`src/rtl/tlb_pkg.sv`:
```
package tlb_pkg;
  // Smallest page is 1 KB: bits below this are never translated.
  localparam int MIN_OFS = 10;

  typedef enum logic [1:0] {
    PG_SECTION = 2'd0,  // 1 MB
    PG_LARGE   = 2'd1,  // 64 KB, four subpage fields
    PG_SMALL   = 2'd2,  // 4 KB, four subpage fields
    PG_TINY    = 2'd3   // 1 KB
  } pageSize_e;

  typedef struct packed {
    logic loadReq;     // capture a new lookup request
    logic showResult;  // drive the lookup result onto the outputs
  } tlbStrobe_t;
endpackage

```
`src/rtl/tlb_control.sv`:
```
module tlb_control
  import tlb_pkg::*;
(
  input  logic       clk,
  input  logic       rstN,
  input  logic       lkValid,
  input  logic       anyHit,
  input  logic       fillValid,
  output tlbStrobe_t strobe,
  output logic       lkReady,
  output logic       lkDone,
  output logic       walkReq
);
  typedef enum logic [1:0] {ST_IDLE, ST_LOOK, ST_WALK} state_e;
  state_e state, stateNext;

  always_comb begin
    stateNext = state;
    unique case (state)
      ST_IDLE: if (lkValid)   stateNext = ST_LOOK;
      ST_LOOK: stateNext = anyHit ? ST_IDLE : ST_WALK;
      ST_WALK: if (fillValid) stateNext = ST_LOOK;
      default: stateNext = ST_IDLE;
    endcase
  end

  always_ff @(posedge clk or negedge rstN) begin
    if (!rstN) state <= ST_IDLE;
    else       state <= stateNext;
  end

  assign lkReady           = (state == ST_IDLE);
  assign lkDone            = (state == ST_LOOK);
  assign walkReq           = (state == ST_WALK);
  assign strobe.loadReq    = lkReady && lkValid;
  assign strobe.showResult = lkDone;
endmodule

```
`src/rtl/tlb_datapath.sv`:
```
module tlb_datapath
  import tlb_pkg::*;
#(
  parameter int ENTRIES = 8,
  parameter int VA_W    = 32,
  localparam int IDX_W  = $clog2(ENTRIES),
  localparam int VPN_W  = VA_W - MIN_OFS
) (
  input  logic             clk,
  input  logic             rstN,
  input  tlbStrobe_t       strobe,
  input  logic [VA_W-1:0]  lkVa,
  input  logic             lkWrite,
  input  logic             lkUser,
  input  logic             fillValid,
  input  logic [VPN_W-1:0] fillVpn,
  input  logic [VPN_W-1:0] fillPpn,
  input  logic [1:0]       fillSize,
  input  logic [7:0]       fillAp,
  input  logic             fillC,
  input  logic             fillB,
  input  logic             invAll,
  input  logic             invByVa,
  input  logic [VPN_W-1:0] invVpn,
  input  logic [IDX_W-1:0] lockBase,
  output logic             anyHit,
  output logic             lkHit,
  output logic             lkFault,
  output logic [VA_W-1:0]  lkPa,
  output logic             lkCache,
  output logic             lkBuf,
  output logic [VA_W-1:0]  walkVa
);
  // Mask over the page-number bits that a page of size s compares.
  function automatic logic [VPN_W-1:0] sizeMask(pageSize_e s);
    logic [VPN_W-1:0] one;
    int lowBits;
    one = VPN_W'(1);
    unique case (s)
      PG_SECTION: lowBits = 20 - MIN_OFS;
      PG_LARGE:   lowBits = 16 - MIN_OFS;
      PG_SMALL:   lowBits = 12 - MIN_OFS;
      default:    lowBits = 0;
    endcase
    return ~((one << lowBits) - one);
  endfunction

  logic [ENTRIES-1:0] vld, vldNext, hitVec, invHit;
  logic [VPN_W-1:0]   tagQ   [ENTRIES];
  logic [VPN_W-1:0]   pbaseQ [ENTRIES];
  pageSize_e          sizeQ  [ENTRIES];
  logic [7:0]         apQ    [ENTRIES];
  logic [ENTRIES-1:0] cQ, bQ;
  logic [IDX_W-1:0]   rr, victim, rrNext;

  logic [VA_W-1:0] reqVa;
  logic            reqWrite, reqUser;
  wire  [VPN_W-1:0] reqVpn = reqVa[VA_W-1:MIN_OFS];

  // Request register: held for the whole miss/walk sequence.
  always_ff @(posedge clk or negedge rstN) begin
    if (!rstN) begin
      reqVa    <= '0;
      reqWrite <= 1'b0;
      reqUser  <= 1'b0;
    end else if (strobe.loadReq) begin
      reqVa    <= lkVa;
      reqWrite <= lkWrite;
      reqUser  <= lkUser;
    end
  end

  // Per-entry matching under each entry's own size mask.
  for (genvar g = 0; g < ENTRIES; g++) begin : gEntry
    wire [VPN_W-1:0] m = sizeMask(sizeQ[g]);
    assign hitVec[g] = vld[g] && (((tagQ[g] ^ reqVpn) & m) == '0);
    assign invHit[g] = vld[g] && (((tagQ[g] ^ invVpn) & m) == '0);
    always_comb begin
      vldNext[g] = vld[g];
      if (fillValid && victim == IDX_W'(g)) vldNext[g] = 1'b1;
      if (invAll || (invByVa && invHit[g])) vldNext[g] = 1'b0;
    end
  end

  // Round-robin victim limited to the unlocked range.
  assign victim = (rr < lockBase) ? lockBase : rr;
  assign rrNext = (victim == IDX_W'(ENTRIES - 1)) ? lockBase : victim + IDX_W'(1);

  always_ff @(posedge clk or negedge rstN) begin
    if (!rstN) begin
      vld <= '0;
      rr  <= '0;
      cQ  <= '0;
      bQ  <= '0;
      for (int i = 0; i < ENTRIES; i++) begin
        tagQ[i]   <= '0;
        pbaseQ[i] <= '0;
        sizeQ[i]  <= PG_SECTION;
        apQ[i]    <= '0;
      end
    end else begin
      vld <= vldNext;
      if (fillValid) begin
        tagQ[victim]   <= fillVpn;
        pbaseQ[victim] <= fillPpn;
        sizeQ[victim]  <= pageSize_e'(fillSize);
        apQ[victim]    <= fillAp;
        cQ[victim]     <= fillC;
        bQ[victim]     <= fillB;
        rr             <= rrNext;
      end
    end
  end

  // Lowest-index hit wins.
  logic [IDX_W-1:0] selIdx;
  always_comb begin
    selIdx = '0;
    for (int i = ENTRIES - 1; i >= 0; i--)
      if (hitVec[i]) selIdx = IDX_W'(i);
  end

  // Subpage permission selection and check.
  logic [1:0] quarter, apField;
  logic       deny;
  always_comb begin
    unique case (sizeQ[selIdx])
      PG_LARGE: quarter = reqVa[15:14];
      PG_SMALL: quarter = reqVa[11:10];
      default:  quarter = 2'd0;
    endcase
    apField = apQ[selIdx][{quarter, 1'b0} +: 2];
    unique case (apField)
      2'b00:   deny = 1'b1;
      2'b01:   deny = reqUser;
      2'b10:   deny = reqUser && reqWrite;
      default: deny = 1'b0;
    endcase
  end

  wire [VPN_W-1:0] selMask = sizeMask(sizeQ[selIdx]);
  wire [VPN_W-1:0] paVpn   = (pbaseQ[selIdx] & selMask) | (reqVpn & ~selMask);
  wire             grant   = strobe.showResult && anyHit && !deny;

  assign anyHit  = |hitVec;
  assign lkHit   = strobe.showResult && anyHit;
  assign lkFault = strobe.showResult && anyHit && deny;
  assign lkPa    = grant ? {paVpn, reqVa[MIN_OFS-1:0]} : '0;
  assign lkCache = grant && cQ[selIdx];
  assign lkBuf   = grant && bQ[selIdx];
  assign walkVa  = reqVa;
endmodule

```
`src/rtl/tlb_multisize.sv`:
```
module tlb_multisize
  import tlb_pkg::*;
#(
  parameter int ENTRIES = 8,
  parameter int VA_W    = 32
) (
  input  logic                       clk,
  input  logic                       rstN,
  input  logic                       lkValid,
  input  logic [VA_W-1:0]            lkVa,
  input  logic                       lkWrite,
  input  logic                       lkUser,
  output logic                       lkReady,
  output logic                       lkDone,
  output logic                       lkHit,
  output logic                       lkFault,
  output logic [VA_W-1:0]            lkPa,
  output logic                       lkCache,
  output logic                       lkBuf,
  output logic                       walkReq,
  output logic [VA_W-1:0]            walkVa,
  input  logic                       fillValid,
  input  logic [VA_W-MIN_OFS-1:0]    fillVpn,
  input  logic [VA_W-MIN_OFS-1:0]    fillPpn,
  input  logic [1:0]                 fillSize,
  input  logic [7:0]                 fillAp,
  input  logic                       fillC,
  input  logic                       fillB,
  input  logic                       invAll,
  input  logic                       invByVa,
  input  logic [VA_W-MIN_OFS-1:0]    invVpn,
  input  logic [$clog2(ENTRIES)-1:0] lockBase
);
  tlbStrobe_t strobe;
  logic       anyHit;

  tlb_control uCtrl (
    .clk(clk), .rstN(rstN), .lkValid(lkValid), .anyHit(anyHit),
    .fillValid(fillValid), .strobe(strobe), .lkReady(lkReady),
    .lkDone(lkDone), .walkReq(walkReq)
  );

  tlb_datapath #(.ENTRIES(ENTRIES), .VA_W(VA_W)) uData (
    .clk(clk), .rstN(rstN), .strobe(strobe),
    .lkVa(lkVa), .lkWrite(lkWrite), .lkUser(lkUser),
    .fillValid(fillValid), .fillVpn(fillVpn), .fillPpn(fillPpn),
    .fillSize(fillSize), .fillAp(fillAp), .fillC(fillC), .fillB(fillB),
    .invAll(invAll), .invByVa(invByVa), .invVpn(invVpn), .lockBase(lockBase),
    .anyHit(anyHit), .lkHit(lkHit), .lkFault(lkFault), .lkPa(lkPa),
    .lkCache(lkCache), .lkBuf(lkBuf), .walkVa(walkVa)
  );
endmodule

```
`config.mk`:
```
export PLATFORM = sky130hd
export DESIGN_NAME = tlb_multisize
export DESIGN_NICKNAME = d
export VERILOG_FILES = /design/src/rtl/tlb_pkg.sv /design/src/rtl/tlb_control.sv /design/src/rtl/tlb_datapath.sv /design/src/rtl/tlb_multisize.sv
export SDC_FILE = /design/constraint.sdc
export NUM_CORES = 1
export LEC_CHECK = 0
export BUFFER_PORTS_ARGS = -buffer_cell sky130_fd_sc_hd__buf_2
export CAP_MARGIN = 25
export CORE_ASPECT_RATIO = 0.6
export CORE_MARGIN = 3
export CORE_UTILIZATION = 50
export CTS_CLUSTER_DIAMETER = 50
export CTS_CLUSTER_SIZE = 10
export DETAILED_ROUTE_END_ITERATION = 8
export PLACE_DENSITY = 0.71
export REMOVE_ABC_BUFFERS = 1
export SETUP_SLACK_MARGIN = 0.1
export SLEW_MARGIN = 20
export SYNTH_ARGS = -nofsm -noshare
export SYNTH_HDL_FRONTEND = slang
export SYNTH_HIERARCHICAL = 1
export SYNTH_SLANG_ARGS = --single-unit
```
`constraint.sdc`:
```
create_clock -name clk -period 13.33 [get_ports clk]
set_input_delay 0.6665 -clock clk [delete_from_list [all_inputs] [get_ports clk]]
set_output_delay 0.6665 -clock clk [all_outputs]
set_load 0.1 [all_outputs]
```
==> impl_metrics.ini <==
[routing]
wl_per_cell_um = 27.8
avgViaCountPerCell = 6.23
first_pass_iters = 7
postRouteAntennaNets = 0
drcViolationCount = 0
num_vias = 19684
drtIter0Drc = 1995
route.final.wire_length_um = 87900

[pwr]
internal-power_uw = 4570
comb_power_share_pct = 44.4
netSwitchingPower_uw = 3530
power.leakage_uw = 0.0129
vdd_ir_drop_max_v = 0.000158
power-per-cell-area_mw_per_mm2 = 270
netSwitchingFraction_pct = 43.6
fin_total_pwr_uw = 8100
seq_power_share_pct = 38.4
clockPowerShare_pct = 17.2

[finish]
fin_util_pct = 56.8
layout_area_overhead_pct = 11.5
finalNetCount = 2590
layout-drive-gt1-share_pct = 32.8
final_area_mm2 = 0.0300

[synth]
synth_area_leader_cell = dfrtp_1
mappedNetlistArea_mm2 = 0.0269
post_synth_main_area_contributors = dfrtp_1 (46%), mux2_2 (20%), xor2_1 (6.1%), xnor2_1 (5.4%), mux2i_1 (2.0%)
synth_top_area_share_pct = 46.0
synth_ff_type = dfrtp_1
synthesis.area_per_instance_um2 = 11.6
synth_top_family_by_area = multiplexers
number_of_enable_flip_flop_cells_after_synthesis = 0
async_flop_share_pct = 100
muxShareOfSynthArea_pct = 22.4
synthesis.instances = 2327
synthXorXnorAreaFrac_pct = 11.5
synth-seq-area-share_pct = 46.0
yosysUniqueCellTypes = 73
synth.yosys.warnings = 6
post_synth_fa_ha_maj_area_fraction_pct = 1.21
yosys_register_bits = 495
synthSimpleGateAreaFrac_pct = 8.46
synth-compound-area-share_pct = 7.39

[clock_tree]
cts.clk_slew.worst_paths_ns = 0.06
clock_latency_ns = 0.61
htree_levels = 2
cts_made_buffers = 58
cts_resized = 0
cts_tree = yes
ctsLongestPathBuffers = 3
root_buffer = clkbuf_16
hold_buffers = 0
postCtsSetupBuffers = 0
numClockSinks = 495

[grt]
grt_first_pass_wirelength_um = 130000
number_of_global_route_vias_before_repair = 19522
antenna_violations_before_repair = 3
grt_remaining_overflow = 0
maximum_number_of_pins_on_one_net_before_global_route_repair = 176
track_usage_pct = 30.7

[placement]
pre_cts_ws_ns = 5.10
numPortBuffers = 191
gpl.final_weighted_congestion = 0.980
dpl-instance-area_mm2 = 0.0283
hpwl_um = 60400

[floorplan]
die_area_mm2 = 0.0567
fp.dieW_um = 305
initial_core_utilization_pct = 50.9
core_area_mm2 = 0.0529
floorplan.io_pins = 192
fp-row-count = 65
die_h_um = 186

[sta]
fin_setup_tns_ns = 0
period_needed_ns = 8.97
setup-violations-final = 0
period_utilization_pct = 67.3
timing.slew.headroom_pct = 23.1
worst_clock_skew_ns = 0.0114
final_hold_viol_count = 0
timing.final.ws_setup_ns = 4.36
slew_violations = 0
maxClockFrequency_mhz = 112
rsz_0062_raised_after_global_routing = false
worst_max_slew_pin_slew_ns = 1.14

[worst_setup_path]
data_required_time_at_the_worst_endpoint_ns = 12.66
timing.critical_path.from_type = flop
timing.critical_path.arrival_ns = 8.30
crit_path_max_fanout = 35
path_class = flop to output pin
worst_setup_path_end_kind = output pin

[flow_run]
max_cap_violations = 0

[worst_hold_path]
hp-class = input pin to async pin

[run_status]
run_status = finished, final reports clean
-- worst paths after layout --
kind | to | slack, ns | cells past startpoint | start
worst max-delay path | lkPa[16] | 4.36 | 21 | uData/walkVa[12]
worst min-delay path | uData/tagQ[141] | 0.12 | 1 | rstN
worst max register to register | uData/pbaseQ[132] | 9.04 | 9 | uData/rr[1]
worst min register to register | uData/pbaseQ[160] | 0.49 | 1 | uData/pbaseQ[160]
max in group asynchronous | uData/pbaseQ[52] | 11.05 | 4 | rstN
min in group clk | uData/walkVa[13] | 0.28 | 3 | lkVa[13]
-- per-layer routing --
metal  GRT usage [%]  wire [um]  up-vias  share of wire (%)
met5               0         27        -              0.031
met4            7.95       2170        4                2.5
met3            9.06       8720      147                9.9
met2            43.2      36000      835                 41
met1            46.1      41000    10203                 47
li1                -          -     8495                  -
-- kinds of logic (layout without fill, tap and decap cells) --
family / after synthesis / count (layout)
AO/OA/AOI/OAI: 285 / 285
XOR/XNOR: 353 / 353
adder cells (fa/ha/maj): 26 / 26
flip-flops: 495 / 495
buffers and inverters: 191 / 319
multiplexers: 540 / 540
other: 0 / 2
AND/OR/NAND/NOR: 437 / 437
-- synth_stat cells, types with 10 or more instances --
| library cell | count |
|---|---|
| a21oi_1 | 64 |
| mux2i_1 | 54 |
| nand2_1 | 135 |
| a211oi_1 | 71 |
| mux2_2 | 484 |
| buf_1 | 15 |
| a31oi_1 | 22 |
| o21ai_0 | 26 |
| nand3_1 | 16 |
| a41oi_1 | 10 |
| xor2_1 | 187 |
| nand2b_1 | 14 |
| nor4_1 | 40 |
| nor3_1 | 47 |
| ha_1 | 26 |
| and2_1 | 38 |
| o22ai_1 | 11 |
| nor2_1 | 77 |
| clkbuf_1 | 107 |
| buf_2 | 29 |
| inv_1 | 28 |
| a221oi_1 | 10 |
| xnor2_1 | 166 |
| a211o_1 | 12 |
| nand4_1 | 23 |
| dfrtp_1 | 495 |
-- through the flow --
stage	std cells	hold WS, ns
finish	3160	0.121
global route	3159	0.199
floorplan	2164	0.371
CTS	3155	0.169
detailed placement	3083	0.484
global placement	3082	0.478
-- worst max-delay path, cell delays in order (launching register included) --
cell      delay, ns
dfrtp_1        0.96
xor2_1         0.21
a22oi_1        0.21
o211ai_1       0.20
or4_1          0.73
nand3b_1       0.18
nand3_2        0.51
a21oi_4        0.93
a31oi_1        0.19
a21oi_1        0.41
inv_1          0.15
ha_1           0.25
a22o_1         0.27
nand2_1        0.26
nand2_1        0.12
o41ai_1        0.38
a221oi_1       0.11
a32oi_2        0.39
nor4_4         0.09
buf_4          0.27
nor4b_1        0.35
buf_2          0.48
-- power by group through the flow --
stage               Sequential, uW  Combinational (uW)  Clock [uW]
floorplan                     3170                2230           0
global placement              3040                3430           0
detailed placement            3100                3500           0
CTS                           3080                3520        1420
global route                  3190                3810        1480
finish                        3110                3600        1390
-- layout by cell type, fill, tap and decap left out, types with 8 or more instances in the layout --
cell type / Yosys / final
nor2_1: 77 / 75
inv_1: 28 / 28
a21oi_1: 64 / 63
mux2_2: 484 / 484
a211oi_1: 71 / 71
and2_1: 38 / 37
buf_4: 7 / 23
a211o_1: 12 / 12
xnor2_1: 166 / 166
dfrtp_1: 495 / 495
xor2_1: 187 / 187
ha_1: 26 / 26
o21ai_0: 26 / 26
nor4_2: 9 / 9
buf_2: 29 / 191
nor3_1: 47 / 44
nor4_1: 40 / 40
nand2_1: 135 / 134
o22ai_1: 11 / 11
a221oi_1: 10 / 10
a22oi_1: 8 / 8
nand4_1: 23 / 23
mux2i_1: 54 / 54
nand2b_1: 14 / 14
nand3_1: 16 / 14
a31oi_1: 22 / 22
clkbuf_16: 0 / 58
a41oi_1: 10 / 10
-- flip-flops by register name, summed over array words and instances, names as in the netlist --
signal          flops
uData/pbaseQ      176
uData/tagQ        176
uData/apQ          64
uData/walkVa       32
uData/sizeQ        16
uData/bQ            8
uData/cQ            8
uData/vld           8
uData/rr            3
uCtrl/state         2
uData/reqUser       1
uData/reqWrite      1
-- final cells by class --
class | count | area [um2]
Multi-Input combinational cell | 1641 | 13800
Timing Repair Buffer | 219 | 1250
Sequential cell | 495 | 12400
Antenna cell | 2 | 5.00
Fill cell | 4445 | 22900
Inverter | 28 | 105
Clock inverter | 9 | 103
Clock buffer | 63 | 1470
Tap cell | 703 | 880
No activity file was read; power rests on OpenSTA's default activity.
